--- config.mk ---
export PLATFORM = sky130hd
export DESIGN_NAME = imp_update_sched
export DESIGN_NICKNAME = d
export VERILOG_FILES = /design/src/rtl/imp_sched_pkg.sv /design/src/rtl/imp_sched_ctrl.sv /design/src/rtl/imp_sched_code.sv /design/src/rtl/imp_update_sched.sv
export SDC_FILE = /design/constraint.sdc
export NUM_CORES = 1
export LEC_CHECK = 0
export ABC_AREA = 0
export BUFFER_PORTS_ARGS = -buffer_cell sky130_fd_sc_hd__buf_4
export CORE_MARGIN = 10
export CORE_UTILIZATION = 60
export CTS_BUF_LIST = sky130_fd_sc_hd__clkbuf_8 sky130_fd_sc_hd__clkbuf_16
export DETAILED_ROUTE_END_ITERATION = 12
export PLACE_DENSITY = 0.83
export SLEW_MARGIN = 20
export SYNTH_ARGS = -nofsm -noshare
export SYNTH_HDL_FRONTEND = slang
export SYNTH_HIERARCHICAL = 1
export SYNTH_SLANG_ARGS = --single-unit
export TNS_END_PERCENT = 10
--- constraint.sdc ---
create_clock -name clk -period 4.9 [get_ports clk]
set_input_delay 0.98 -clock clk [delete_from_list [all_inputs] [get_ports clk]]
set_output_delay 0.98 -clock clk [all_outputs]
set_load 0.01 [all_outputs]
--- src/rtl/imp_sched_pkg.sv ---
package imp_sched_pkg;
  // strobes from the control half to the code datapath
  typedef struct packed {
    logic apply;  // apply one step at this edge
    logic up;     // direction of the step
  } ctrl_strb_t;
endpackage

--- src/rtl/imp_sched_ctrl.sv ---
module imp_sched_ctrl #(
  parameter int INTERVAL = 32,
  parameter int SETTLE   = 1024
) (
  input  logic                      clk,
  input  logic                      rst,
  input  logic                      outActive,
  input  logic                      oeHigh,
  input  logic                      cmpUp,
  output imp_sched_pkg::ctrl_strb_t strb,
  output logic                      calDone
);
  localparam int GAP_W = $clog2(INTERVAL + 1);
  localparam int SET_W = $clog2(SETTLE + 1);
  localparam logic [GAP_W-1:0] GAP_MAX  = GAP_W'(INTERVAL);
  localparam logic [SET_W-1:0] SET_MAX  = SET_W'(SETTLE);
  localparam logic [SET_W-1:0] SET_LAST = SET_W'(SETTLE - 1);

  logic [GAP_W-1:0] gapCnt;
  logic [SET_W-1:0] settleCnt;
  logic eligible, pending, settleTick;

  assign eligible   = !outActive || oeHigh;
  assign pending    = (gapCnt == GAP_MAX);
  assign settleTick = eligible && (settleCnt != SET_MAX);

  always_comb begin
    strb.apply = pending && eligible;
    strb.up    = cmpUp;
  end

  // spacing counter: runs on every edge, restarts when an update lands
  always_ff @(posedge clk) begin
    if (rst)              gapCnt <= '0;
    else if (strb.apply)  gapCnt <= '0;
    else if (!pending)    gapCnt <= gapCnt + 1'b1;
  end

  // settling counter over eligible (non-driving) edges
  always_ff @(posedge clk) begin
    if (rst) begin
      settleCnt <= '0;
      calDone   <= 1'b0;
    end else if (settleTick) begin
      settleCnt <= settleCnt + 1'b1;
      if (settleCnt == SET_LAST) calDone <= 1'b1;
    end
  end

  p_gap_bound_r2: assert property (@(posedge clk) disable iff (rst)
    gapCnt <= GAP_MAX);

  p_gap_restart_r2: assert property (@(posedge clk) disable iff (rst)
    strb.apply |=> (gapCnt == '0));

  p_done_sticky_r7: assert property (@(posedge clk) disable iff (rst)
    calDone |=> calDone);

  p_done_count_r7: assert property (@(posedge clk) disable iff (rst)
    $rose(calDone) |-> (settleCnt == SET_MAX));
endmodule

--- src/rtl/imp_sched_code.sv ---
module imp_sched_code #(
  parameter int CODE_W = 6
) (
  input  logic                      clk,
  input  logic                      rst,
  input  imp_sched_pkg::ctrl_strb_t strb,
  output logic [CODE_W-1:0]         impCode,
  output logic                      updPulse
);
  localparam logic [CODE_W-1:0] CODE_MAX = {CODE_W{1'b1}};
  localparam logic [CODE_W-1:0] CODE_MID = CODE_W'(1) << (CODE_W - 1);

  logic [CODE_W-1:0] codeNext;
  logic atTop, atBot;

  assign atTop = (impCode == CODE_MAX);
  assign atBot = (impCode == '0);

  always_comb begin
    codeNext = impCode;
    if (strb.up && !atTop)       codeNext = impCode + 1'b1;
    else if (!strb.up && !atBot) codeNext = impCode - 1'b1;
  end

  always_ff @(posedge clk) begin
    if (rst) begin
      impCode  <= CODE_MID;
      updPulse <= 1'b0;
    end else begin
      updPulse <= strb.apply;
      if (strb.apply) impCode <= codeNext;
    end
  end

  p_change_marked_r8: assert property (@(posedge clk) disable iff (rst)
    (!$past(rst) && !$stable(impCode)) |-> updPulse);

  p_pulse_single_r8: assert property (@(posedge clk) disable iff (rst)
    updPulse |=> !updPulse);

  p_one_step_r5: assert property (@(posedge clk) disable iff (rst)
    (!$past(rst) && updPulse) |->
      ((impCode == $past(impCode) + 1'b1) || (impCode == $past(impCode) - 1'b1)
       || (impCode == $past(impCode))));
endmodule

--- src/rtl/imp_update_sched.sv ---
module imp_update_sched #(
  parameter int CODE_W   = 6,
  parameter int INTERVAL = 32,
  parameter int SETTLE   = 1024
) (
  input  logic              clk,
  input  logic              rst,
  input  logic              outActive,
  input  logic              oeHigh,
  input  logic              cmpUp,
  output logic [CODE_W-1:0] impCode,
  output logic              updPulse,
  output logic              calDone
);
  imp_sched_pkg::ctrl_strb_t strb;

  imp_sched_ctrl #(.INTERVAL(INTERVAL), .SETTLE(SETTLE)) u_ctrl (
    .clk(clk), .rst(rst), .outActive(outActive), .oeHigh(oeHigh),
    .cmpUp(cmpUp), .strb(strb), .calDone(calDone)
  );

  imp_sched_code #(.CODE_W(CODE_W)) u_code (
    .clk(clk), .rst(rst), .strb(strb), .impCode(impCode), .updPulse(updPulse)
  );

  p_quiet_active_r4: assert property (@(posedge clk) disable iff (rst)
    (!$past(rst) && $past(outActive) && !$past(oeHigh)) |-> $stable(impCode));

  p_quiet_pulse_r4: assert property (@(posedge clk) disable iff (rst)
    (!$past(rst) && $past(outActive) && !$past(oeHigh)) |-> !updPulse);
endmodule

==> reports/metrics.yaml <==
finalMaxSlewViolations: 0
dieArea_um2: 4580
synth-seq-area-share_pct: 36.7
overflow: 0
synthFlopType: "dfxtp_1"
cap_violations: 0
synth_edf_count: 0
antenna_found_initial: 0
fin_crit_sh_pct: 47.8
relSlewSlack_pct: 48.7
insertion_delay_ns: 0.27
worstSetupEndpointType: "flop"
skew_ns: 0.00911
switching_share_pct: 23.5
p_leak_nw: 0.572
min_period_ns: 2.34
fillers: 183
synth_top_area_share_pct: 36.7
final_cell_mix: "25 x dfxtp_1, 17 x nor2_1, 12 x buf_4"
synth_cells: 151
numCtsBuffers: 3
tns_ns: 0
setup_viol: 0
grt_pass1_wl_um: 4060
cts_tree: "built"
p_seq_share_pct: 58.7
synthAdderAreaFrac_pct: 8.80
synthXorXnorAreaFrac_pct: 8.98
grt.total_usage_pct: 11.1
wl_um: 2410
tightest_slew_ns: 0.768
cts-resized-gates: 0
slowest_stage: "dfxtp_1"
final_layout_size_suffix_gt1_share_pct: 14.2
syn_avg_cell_area_um2: 9.04
yosys_warnings: 6
clockPowerShare_pct: 32.7
first_global_vias: 992
slowest_delay_ns: 0.49
post_drt_wl_per_cell_um: 12.7
powerDensity_nw_per_um2: 240
outcome: "finished clean"
htreeDepth: 1
synthesis.area_um2: 1370
rows: 17
cts_buffer_depth: 2
r2r_slack_ns: 2.56
fp.dieH_um: 67.7
setup.worst_path.start_class: "flop"
synth-simple-area-share_pct: 25.8
arrival_ns: 2.49
area_delta_synth_final_pct: 10.8
ys_ff_latch: 25
layout.nets: 177
synth-compound-area-share_pct: 13.2
finalPower_uw: 364
drt_first_pass_iters: 4
p_comb_share_pct: 8.6
viasPerCell: 5.57
initial_core_util_pct: 62.3
gp_congestion: 0.788
critPathKind: "reg2reg"
hold_class: "reg2reg"
switchingPower_uw: 85.3
antenna_left: 0
die_w_um: 67.7
placed_area_um2: 1470
drc: 0
finalHoldViolCount: 0
required_ns: 5.05
path_max_fanout: 9
clock_sinks: 25
fin_area_um2: 1510
synth_top_family_by_area: "simple AND/OR/NAND/NOR gates"
muxShareOfSynthArea_pct: 2.93
io_pins: 13
vias: 1058
place_hpwl_um: 1860
portBuffers: 12
max_freq_ghz: 0.427
diodes: 0
cts_hold_buf: 0
internal_power_uw: 278
cts_setup_buffers: 0
clockRootBuffer: "clkbuf_8"
grt_max_degree: 28
peakVddDrop_v: 0.000203
final_common_cell: "dfxtp_1"
coreArea_um2: 2190
yosysTopAreaCell: "dfxtp_1"
ys_top_cells_by_area: "dfxtp_1 37%, ha_1 7.3%, xnor2_1 6.4%, nor2_1 4.7%, a21oi_1 3.7%"
synthArstFlopShare_pct: 0
worstPathCellList: "nand4_1 -> o21ai_4 -> ha_1 -> a211oi_1 -> o21bai_1 -> a2111o_1 -> o221ai_1 -> nor3_2"
rsz0062_at_grt: "no"
drtIter0Drc: 58
synth_nets: 165
synth_cell_types: 41
clk_pin_slew_ns: 0.09
-- worst max-delay path, delay by kind of cell (launching register included) --
| family | cells | cell delay [ns] |
|---|---|---|
| AOI/OAI and AO/OA | 5 | 1.18 |
| adders and majority gates | 1 | 0.31 |
| DFF | 1 | 0.49 |
| and+or+nand+nor | 2 | 0.23 |
-- path summary, 6_finish.rpt --
| path | from | to | depth (start not counted) |
|---|---|---|---|
| worst max-delay path | u_code/impCode[0] | u_code/impCode[5] | 8 |
| worst min-delay path | u_ctrl/calDone | u_ctrl/calDone | 2 |
| worst max register to register | u_code/impCode[0] | u_code/impCode[5] | 8 |
| worst min register to register | u_ctrl/calDone | u_ctrl/calDone | 2 |
-- power by group through the flow --
stage          combinational, mW  clock, mW  sequential [mW]
2_1_floorplan             0.0252          0            0.217
3_3_place_gp              0.0296          0            0.218
3_5_place_dp              0.0318          0            0.218
4_1_cts                   0.0317      0.122            0.213
5_1_grt                   0.0366      0.133            0.214
6_report                  0.0312      0.119            0.213
-- layer usage --
layer	up-vias	track usage, %	wire, um
li1	556	-	-
met1	485	12.6	1110
met4	0	3.85	31
met5	-	0	0
met3	5	3.31	121
met2	12	19.2	1150
-- synthesized netlist by cell type, types with 4 or more instances --
master / n
or3_1: 4
xor2_1: 4
dfxtp_1: 25
nor3_1: 4
inv_1: 7
nand2_1: 7
ha_1: 8
xnor2_1: 10
a21oi_1: 10
nand3_1: 7
nor2_1: 17
mux2i_1: 4
-- sequential cells by signal (all words and copies together), names as in the netlist --
| name | cells |
|---|---|
| u_code/impCode | 6 |
| u_ctrl/gapCnt | 6 |
| u_ctrl/calDone | 1 |
| u_code/updPulse | 1 |
| u_ctrl/settleCnt | 11 |
-- cells by family (layout without fill, tap and decap cells) --
logic type,count (synthesis),in the layout
simple gates,62,62
compound gates,25,25
flops,25,25
xor+xnor,14,14
buf+inv,12,23
fa+ha+maj,9,9
mux,4,4
-- metrics by stage --
step | setup WS, ns | utilization [%] | std cells | hold WS (ns)
after floorplan | 2.41 | - | 151 | 0.458
after global placement | 2.35 | 66.9 | 186 | 0.436
after detailed placement | 2.32 | 66.9 | 186 | 0.458
after CTS | 2.57 | 69.0 | 190 | 0.469
after global routing | 2.31 | 69.0 | 190 | 0.509
final | 2.56 | 69.0 | 190 | 0.464
-- final cells by class --
cell class	count	area [um2]	share of cell area, %
multi-input cells	114	815	53.8
flip-flops and latches	25	500	33.1
repair buffers	12	90.1	5.96
clock buffers	3	41.3	2.73
well taps	28	35.0	2.32
inverters	7	26.3	1.74
clock inverters	1	5.00	0.331
Power figures use the tool's default switching activity.
